File: src/rtl/fsp_pkg.sv
package fsp_pkg;

  typedef struct packed {
    logic run;        // enable synchronised high
    logic rise;       // serial clock rises at this edge
    logic fall;       // serial clock falls at this edge
    logic txAccept;   // host word taken into buffer
    logic txLoad;     // buffer moved into shifter
    logic txShift;    // shifter advances one bit
    logic rxCapture;  // sample one input bit
    logic rxDone;     // last input bit sampled
  } fspStrobes_t;

  typedef enum logic [1:0] {TX_IDLE, TX_FS, TX_DATA} fspTxState_t;
  typedef enum logic {RX_IDLE, RX_DATA} fspRxState_t;

endpackage

File: src/rtl/fsp_ctrl.sv
module fsp_ctrl
  import fsp_pkg::*;
#(
  parameter int WORD_W = 16,
  parameter int DIV_W  = 4
) (
  input  logic             clk,
  input  logic             rstN,
  input  logic             portEn,
  input  logic [DIV_W-1:0] cfgPre,
  input  logic [DIV_W-1:0] cfgRate,
  input  logic             txValid,
  input  logic             rxFs,
  output fspStrobes_t      stb,
  output logic             txReady,
  output logic             sclk,
  output logic             txFs,
  output logic             txFsOe,
  output logic             sdoOe
);
  localparam int PROD_W = 2 * DIV_W;
  localparam int BIT_W  = $clog2(WORD_W);
  localparam logic [BIT_W-1:0] LAST_BIT = BIT_W'(WORD_W - 1);

  logic [1:0]        enSync;
  logic [DIV_W-1:0]  preAct, rateAct;
  logic [PROD_W-1:0] effDiv [2];
  logic [PROD_W-1:0] prod, nDiv, hiLen, divCnt;
  logic              txHave, sclkQ, txFsQ, sdoOeQ;
  logic [BIT_W-1:0]  txBit, rxBit;
  fspTxState_t       txSt;
  fspRxState_t       rxSt;
  logic              run, boundary;

  // settings of 0 or 1 both mean divide-by-one
  for (genvar g = 0; g < 2; g++) begin : g_eff
    logic [DIV_W-1:0] raw;
    assign raw       = (g == 0) ? preAct : rateAct;
    assign effDiv[g] = (raw < DIV_W'(2)) ? PROD_W'(1) : PROD_W'(raw);
  end

  assign prod     = effDiv[0] * effDiv[1];
  assign nDiv     = (prod < PROD_W'(2)) ? PROD_W'(2) : prod;
  assign hiLen    = nDiv - (nDiv >> 1);
  assign run      = enSync[1];
  assign boundary = (txSt == TX_IDLE) && (rxSt == RX_IDLE);

  always_comb begin
    stb           = '0;
    stb.run       = run;
    stb.rise      = run && (divCnt == nDiv - PROD_W'(1));
    stb.fall      = run && (divCnt == hiLen - PROD_W'(1));
    stb.txAccept  = txValid && txReady;
    stb.txLoad    = stb.rise && (txSt == TX_IDLE) && txHave;
    stb.txShift   = stb.rise && (txSt == TX_DATA) && (txBit != LAST_BIT);
    stb.rxCapture = stb.fall && (rxSt == RX_DATA);
    stb.rxDone    = stb.rxCapture && (rxBit == LAST_BIT);
  end

  assign txReady = run && !txHave;
  assign sclk    = sclkQ;
  assign txFs    = txFsQ;
  assign txFsOe  = run;
  assign sdoOe   = sdoOeQ;

  always_ff @(posedge clk or negedge rstN) begin
    if (!rstN) enSync <= '0;
    else       enSync <= {enSync[0], portEn};
  end

  // configuration and buffer state: kept across a disabled interval
  always_ff @(posedge clk or negedge rstN) begin
    if (!rstN) begin
      preAct  <= '0;
      rateAct <= '0;
      txHave  <= 1'b0;
    end else begin
      if (stb.txLoad)        txHave <= 1'b0;
      else if (stb.txAccept) txHave <= 1'b1;
      if (stb.rise && boundary) begin
        preAct  <= cfgPre;
        rateAct <= cfgRate;
      end
    end
  end

  // timing state: cleared by reset and by a low enable
  always_ff @(posedge clk or negedge rstN) begin
    if (!rstN) begin
      divCnt <= '0; sclkQ <= 1'b0; txFsQ <= 1'b0; sdoOeQ <= 1'b0;
      txSt <= TX_IDLE; txBit <= '0; rxSt <= RX_IDLE; rxBit <= '0;
    end else if (!run) begin
      divCnt <= '0; sclkQ <= 1'b0; txFsQ <= 1'b0; sdoOeQ <= 1'b0;
      txSt <= TX_IDLE; txBit <= '0; rxSt <= RX_IDLE; rxBit <= '0;
    end else begin
      divCnt <= stb.rise ? '0 : divCnt + PROD_W'(1);
      if (stb.rise)      sclkQ <= 1'b1;
      else if (stb.fall) sclkQ <= 1'b0;

      unique case (txSt)
        TX_IDLE: if (stb.txLoad) begin
          txSt  <= TX_FS;
          txFsQ <= 1'b1;
        end
        TX_FS: if (stb.rise) begin
          txSt   <= TX_DATA;
          txFsQ  <= 1'b0;
          sdoOeQ <= 1'b1;
          txBit  <= '0;
        end
        TX_DATA: if (stb.rise) begin
          if (txBit == LAST_BIT) begin
            txSt   <= TX_IDLE;
            sdoOeQ <= 1'b0;
          end else begin
            txBit <= txBit + BIT_W'(1);
          end
        end
        default: txSt <= TX_IDLE;
      endcase

      unique case (rxSt)
        RX_IDLE: if (stb.fall && rxFs) begin
          rxSt  <= RX_DATA;
          rxBit <= '0;
        end
        RX_DATA: if (stb.rxCapture) begin
          if (stb.rxDone) rxSt <= RX_IDLE;
          else            rxBit <= rxBit + BIT_W'(1);
        end
        default: rxSt <= RX_IDLE;
      endcase
    end
  end

endmodule

File: src/rtl/fsp_datapath.sv
module fsp_datapath
  import fsp_pkg::*;
#(
  parameter int WORD_W = 16
) (
  input  logic              clk,
  input  logic              rstN,
  input  fspStrobes_t       stb,
  input  logic [WORD_W-1:0] txData,
  input  logic              sdi,
  output logic              sdo,
  output logic [WORD_W-1:0] rxData,
  output logic              rxValid
);
  logic [WORD_W-1:0] txBuf, txSh, rxSh, rxNext;

  assign rxNext = {rxSh[WORD_W-2:0], sdi};
  assign sdo    = txSh[WORD_W-1];

  always_ff @(posedge clk or negedge rstN) begin
    if (!rstN) begin
      txBuf   <= '0;
      txSh    <= '0;
      rxSh    <= '0;
      rxData  <= '0;
      rxValid <= 1'b0;
    end else begin
      if (stb.txAccept) txBuf <= txData;
      if (stb.txLoad)       txSh <= txBuf;
      else if (stb.txShift) txSh <= {txSh[WORD_W-2:0], 1'b0};
      if (stb.rxCapture) rxSh <= rxNext;
      if (stb.rxDone)    rxData <= rxNext;
      rxValid <= stb.rxDone;
    end
  end

endmodule

File: src/rtl/fsp_port.sv
module fsp_port
  import fsp_pkg::*;
#(
  parameter int WORD_W = 16,
  parameter int DIV_W  = 4
) (
  input  logic              clk,
  input  logic              rstN,
  input  logic              portEn,
  input  logic [DIV_W-1:0]  cfgPre,
  input  logic [DIV_W-1:0]  cfgRate,
  input  logic [WORD_W-1:0] txData,
  input  logic              txValid,
  output logic              txReady,
  output logic              sclk,
  output logic              sdo,
  output logic              sdoOe,
  output logic              txFs,
  output logic              txFsOe,
  input  logic              sdi,
  input  logic              rxFs,
  output logic [WORD_W-1:0] rxData,
  output logic              rxValid
);
  fspStrobes_t stb;

  fsp_ctrl #(.WORD_W(WORD_W), .DIV_W(DIV_W)) u_ctrl (
    .clk(clk), .rstN(rstN), .portEn(portEn), .cfgPre(cfgPre), .cfgRate(cfgRate),
    .txValid(txValid), .rxFs(rxFs), .stb(stb), .txReady(txReady), .sclk(sclk),
    .txFs(txFs), .txFsOe(txFsOe), .sdoOe(sdoOe)
  );

  fsp_datapath #(.WORD_W(WORD_W)) u_dp (
    .clk(clk), .rstN(rstN), .stb(stb), .txData(txData), .sdi(sdi),
    .sdo(sdo), .rxData(rxData), .rxValid(rxValid)
  );

endmodule

File: config.mk
export PLATFORM = sky130hd
export DESIGN_NAME = fsp_port
export DESIGN_NICKNAME = d
export VERILOG_FILES = /design/src/rtl/fsp_pkg.sv /design/src/rtl/fsp_ctrl.sv /design/src/rtl/fsp_datapath.sv /design/src/rtl/fsp_port.sv
export SDC_FILE = /design/constraint.sdc
export NUM_CORES = 1
export LEC_CHECK = 0
export ABC_CLOCK_PERIOD_IN_PS = 11700
export BUFFER_PORTS_ARGS = -buffer_cell sky130_fd_sc_hd__buf_2
export CAP_MARGIN = 30
export CORE_UTILIZATION = 33
export DETAILED_ROUTE_END_ITERATION = 8
export PLACE_DENSITY = 0.61
export SLEW_MARGIN = 30
export SYNTH_ARGS = -nofsm -noshare
export SYNTH_HDL_FRONTEND = slang
export SYNTH_SLANG_ARGS = --single-unit
export TNS_END_PERCENT = 50
File: constraint.sdc
create_clock -name clk -period 11.7 [get_ports clk]
set_input_delay 2.34 -clock clk [delete_from_list [all_inputs] [get_ports clk]]
set_output_delay 2.34 -clock clk [all_outputs]
set_load 0.01 [all_outputs]
==> summary by stage <==
Power and ir drop
Summed over all cells, the static leakage comes to between 2 and 3 nW. The total power density per cell area is approximately 310 nW/um^2. VDD sags by at most between 0.1 and 0.15 mV.

Floorplanning
The die is 131 microns tall. The die area is roughly 17,000 sq um. For this configuration, the core starts out at a cell density of 0.341. In this run the count of I/O pins placed on the die edge is 53. The placeable core area is ~16,000 sq um. The floorplan step set the die width to around 130 microns. In this run the core area contains 46 standard-cell rows.

Synth
The synthesized design contains between 90 and 100 register bits. Of the total synthesized cell area, the portion taken by full adders, half adders and majority gates is 0.0984. Yosys mapped a number of flops with a built-in enable equal to 0. The main combinational cell family by area after synthesis is multiplexers. The cell taking the most area after synthesis is dfrtp_1.

The fraction of the mapped netlist area in compound gates is 0.103. Measured against the total synthesized area, the mux share comes to 0.148. In this run the mean area of a mapped cell was about 11 sq um. The distinct cell type count after synthesis is between 60 and 70. The synthesized cell area is about 5500 sq um.

Sorting the synthesized cells by area gives the leading types as dfrtp_1 (44%), mux2_2 (12%), ha_1 (8.0%). The share of Yosys cell area claimed by the top area cell type is 0.444. Synthesis produced between 400 and 500 cells. The net count after synthesis is 564. The share of synthesized registers carrying an async set or reset is 1.00. The number of warnings issued by yosys is 0. In the synthesized netlist the dominant register cell turns out to be dfrtp_1. Of the total synthesized cell area, the portion taken by XOR and XNOR cells is 0.0489. The proportion of synthesized chip area in sequential cells is 0.444. The simple-gate share of the synthesized area is 0.125.

STA
The final-report setup violation count is 0. For the finished layout, the period the worst path requires is roughly 7400 ps. The number of hold violations in the final report was 0. Of the available clock period, the critical path in the final layout requires 0.630. Based on the critical path, the design can be clocked at up to approximately 0.14 GHz. Setup repair after global routing left no endpoint under its margin. Adding up every negative setup slack in the final design gives 0 ps. The relative slew slack is 0.446. At the pin with the least slew margin, the transition time is 828 ps. The number of max-slew violations in the final report is 0.

On the final layout, the worst clock skew is 4.61 ps.

Setup path
The data arrival time of the critical path is around 7600 ps. The reg-to-reg critical path startpoint is u_ctrl.g_eff[0].raw[2]. The worst setup path is launched from a flop. The startpoint-to-endpoint class of the critical path is flop to flop. STA classifies the critical path endpoint as a flop. The capture point of the worst path is u_dp.rxData[3].

The critical path launch point is u_ctrl.g_eff[0].raw[2]. The largest fanout of any net on the critical path is 16. Counting cells, the worst reg-to-reg path comes to 27. The worst endpoint required time is 11,930 ps.

The flop-to-flop setup slack is between 4000 and 5000 ps. The endpoint of the worst register-to-register path is u_dp.rxData[3].

Drt
The post-detailed-route wirelength per cell is 14.2 microns. The first TritonRoute pass finished after 4 iterations. The number of design-rule violations left by the first detailed-router iteration is 151.

The total via count after detailed routing is 3,799. The number of antenna-violating nets in the routed design is 0. In the routed design, unresolved DRC markers number 0. The vias per cell is a little under 5. After detailed routing, the total wire length is about 11,000 microns.

Final layout
The ratio of cells with drive above 1 in the final layout is 0.268. At the end of the flow, the number of nets in the layout was 613. At the end of the flow the core is filled with cells to 0.390. The layout filler cell count is about 1,600. The post-synthesis to final-layout area growth is 14.4%. The repair_antennas step left the layout with diodes totalling 0.

Clocking
The maximum level of the CTS H-tree is 3. The clock root buffer is clkbuf_16. After clock tree synthesis, the flow added hold-fix buffers numbering 0. The clock net in this run drives a total of 97 sinks.

The maximum root-to-sink buffer count is 2. Clock latency on the worst-skew pair, taken at its later pin, is between 300 and 400 ps. After clock tree synthesis, the clock-pin slew on the worst setup and hold paths is 60 ps. The TritonCTS clock tree is yes. The total CTS buffers is 9. Post-CTS timing repair inserted 0 buffers for setup. The post-CTS resize count is 0.

Global routing
The number of global-route vias before repair came to ~3,900. The first global-routing pass estimated around 19,000 microns of wire. The residual overflow from global routing is 0. The initial antenna violation count is 0. For this run, the total global-route usage over all layers was measured as 0.139. The pin count of the biggest net entering global routing is 78.

Placed design
The last weighted congestion value of the routability-driven placer is between 0.8 and 0.9. The HPWL after detailed placement is between 7000 and 8000 microns. Input and output buffers added on the ports amount to 52.

Run
The reported max-cap violation count is 0.

Run status
The flow ran to the end, and the final reports show no timing, DRC or antenna violations.

Worst hold path
The path class of the tightest hold or removal check is flop to flop.
[placed cells by master (no fill, tap or decap), drive strengths merged, types with 8 or more instances in the layout]
cell    netlist  final
a21oi        18     18
a31oi         8      8
and2         10     10
and3          9      9
buf           5     55
clkbuf       12     12
dfrtp        97     97
ha           35     35
inv          25     25
mux2         57     57
mux2i        17     17
nand2        36     36
nand3        12     12
nor2         25     25
o21ai        26     26
xnor2        14     14
xor2         14     14
[metal layers]
metal  GRT usage  vias to the layer above  part of all wire
li1            -                     1843                 -
met3      0.0273                       21             0.038
met1       0.183                     1844              0.46
met4      0.0690                        0             0.027
met5           0                        -                 0
met2       0.217                       91              0.47
[flip-flops by register name (all words and copies together) (netlist names), 2 cells and up]
signal,cells
u_dp.rxData,16
u_ctrl.divCnt,8
u_ctrl.g_eff.raw,8
u_dp.txSh,16
u_ctrl.enSync,2
u_ctrl.txSt,2
u_ctrl.rxBit,4
u_dp.txBuf,16
u_dp.rxSh,15
u_ctrl.txBit,4
[cells in the mapped netlist (3+ instances only)]
cell	instances
nand2_1	36
inv_1	23
ha_1	35
or3_1	4
and2_1	10
nand3_1	12
fa_1	5
o21ai_1	6
nand2b_1	4
o21ai_2	10
nor3_1	7
mux2i_1	17
a31oi_1	8
a211o_1	3
o21ai_0	10
clkbuf_1	12
nor2b_1	7
xor2_1	14
mux2_2	57
a21oi_1	18
xnor2_1	14
buf_2	3
nor2_1	24
dfrtp_1	97
and3_1	9
[cell families after synthesis]
logic type,Yosys count
AOI/OAI and AO/OA,82
xor gates and xnor gates,29
adders and majority gates,40
buffers and inverters,43
DFF,97
muxes,74
and+or+nand+nor,129
[metrics by stage]
step	hold slack [ps]	cells	total power [mW]	setup WS, ps	area, sq um
after floorplan	331	494	1.40	5010	5470
after global placement	338	748	1.59	4620	5950
after detailed placement	354	748	1.62	4360	5950
after CTS	369	764	1.93	4340	6260
after global routing	383	764	2.10	3730	6260
final	371	764	1.92	4330	6260
[critical path, stage by stage, from the launching register on]
cell and delay, ps:
dfrtp_1 430, nor3_1 370, o21ai_0 190, fa_1 550, inv_1 50, fa_1 490
ha_1 300, a211o_1 330, and3_1 210, o21a_1 170, nor2_1 110, xor2_1 230
ha_1 180, nand4bb_1 150, nor2_4 160, o21ai_2 100, nand2b_2 100, inv_2 60
ha_1 230, fa_1 410, nand2b_1 90, a21oi_1 90, or3_1 350, a2111oi_0 400
nand4_1 230, nor2_1 280, nand2_1 510, mux2_2 460
[power breakdown]
group | internal, mW | total [mW] | switching, mW
combinational | 0.517 | 1.14 | 0.626
clock | 0.177 | 0.301 | 0.124
sequential | 0.414 | 0.475 | 0.0611
[worst min-delay path by stage]
stage	start	endpoint	slack, ps	depth (start not counted)
final	u_ctrl.enSync[0]	u_ctrl.enSync[1]	370	0
after global routing	u_ctrl.enSync[0]	u_ctrl.enSync[1]	380	0
after CTS	u_ctrl.enSync[0]	u_ctrl.enSync[1]	370	0
after detailed placement	u_ctrl.enSync[0]	u_ctrl.enSync[1]	350	0
after global placement	u_ctrl.enSync[0]	u_ctrl.enSync[1]	340	0
after floorplan	u_ctrl.enSync[0]	u_ctrl.enSync[1]	330	0
[layout make-up]
cell class              count  area, sq um  share of cell area
inverters                  26         97.6              0.0156
well taps                 216          270              0.0432
repair buffers             55          289              0.0462
flip-flops and latches     97         2430               0.388
clock buffers              12          256              0.0410
multi-input cells         354         2870               0.458
clock inverters             4         51.3             0.00820
Note: power is estimated with default switching activity, not from simulation.
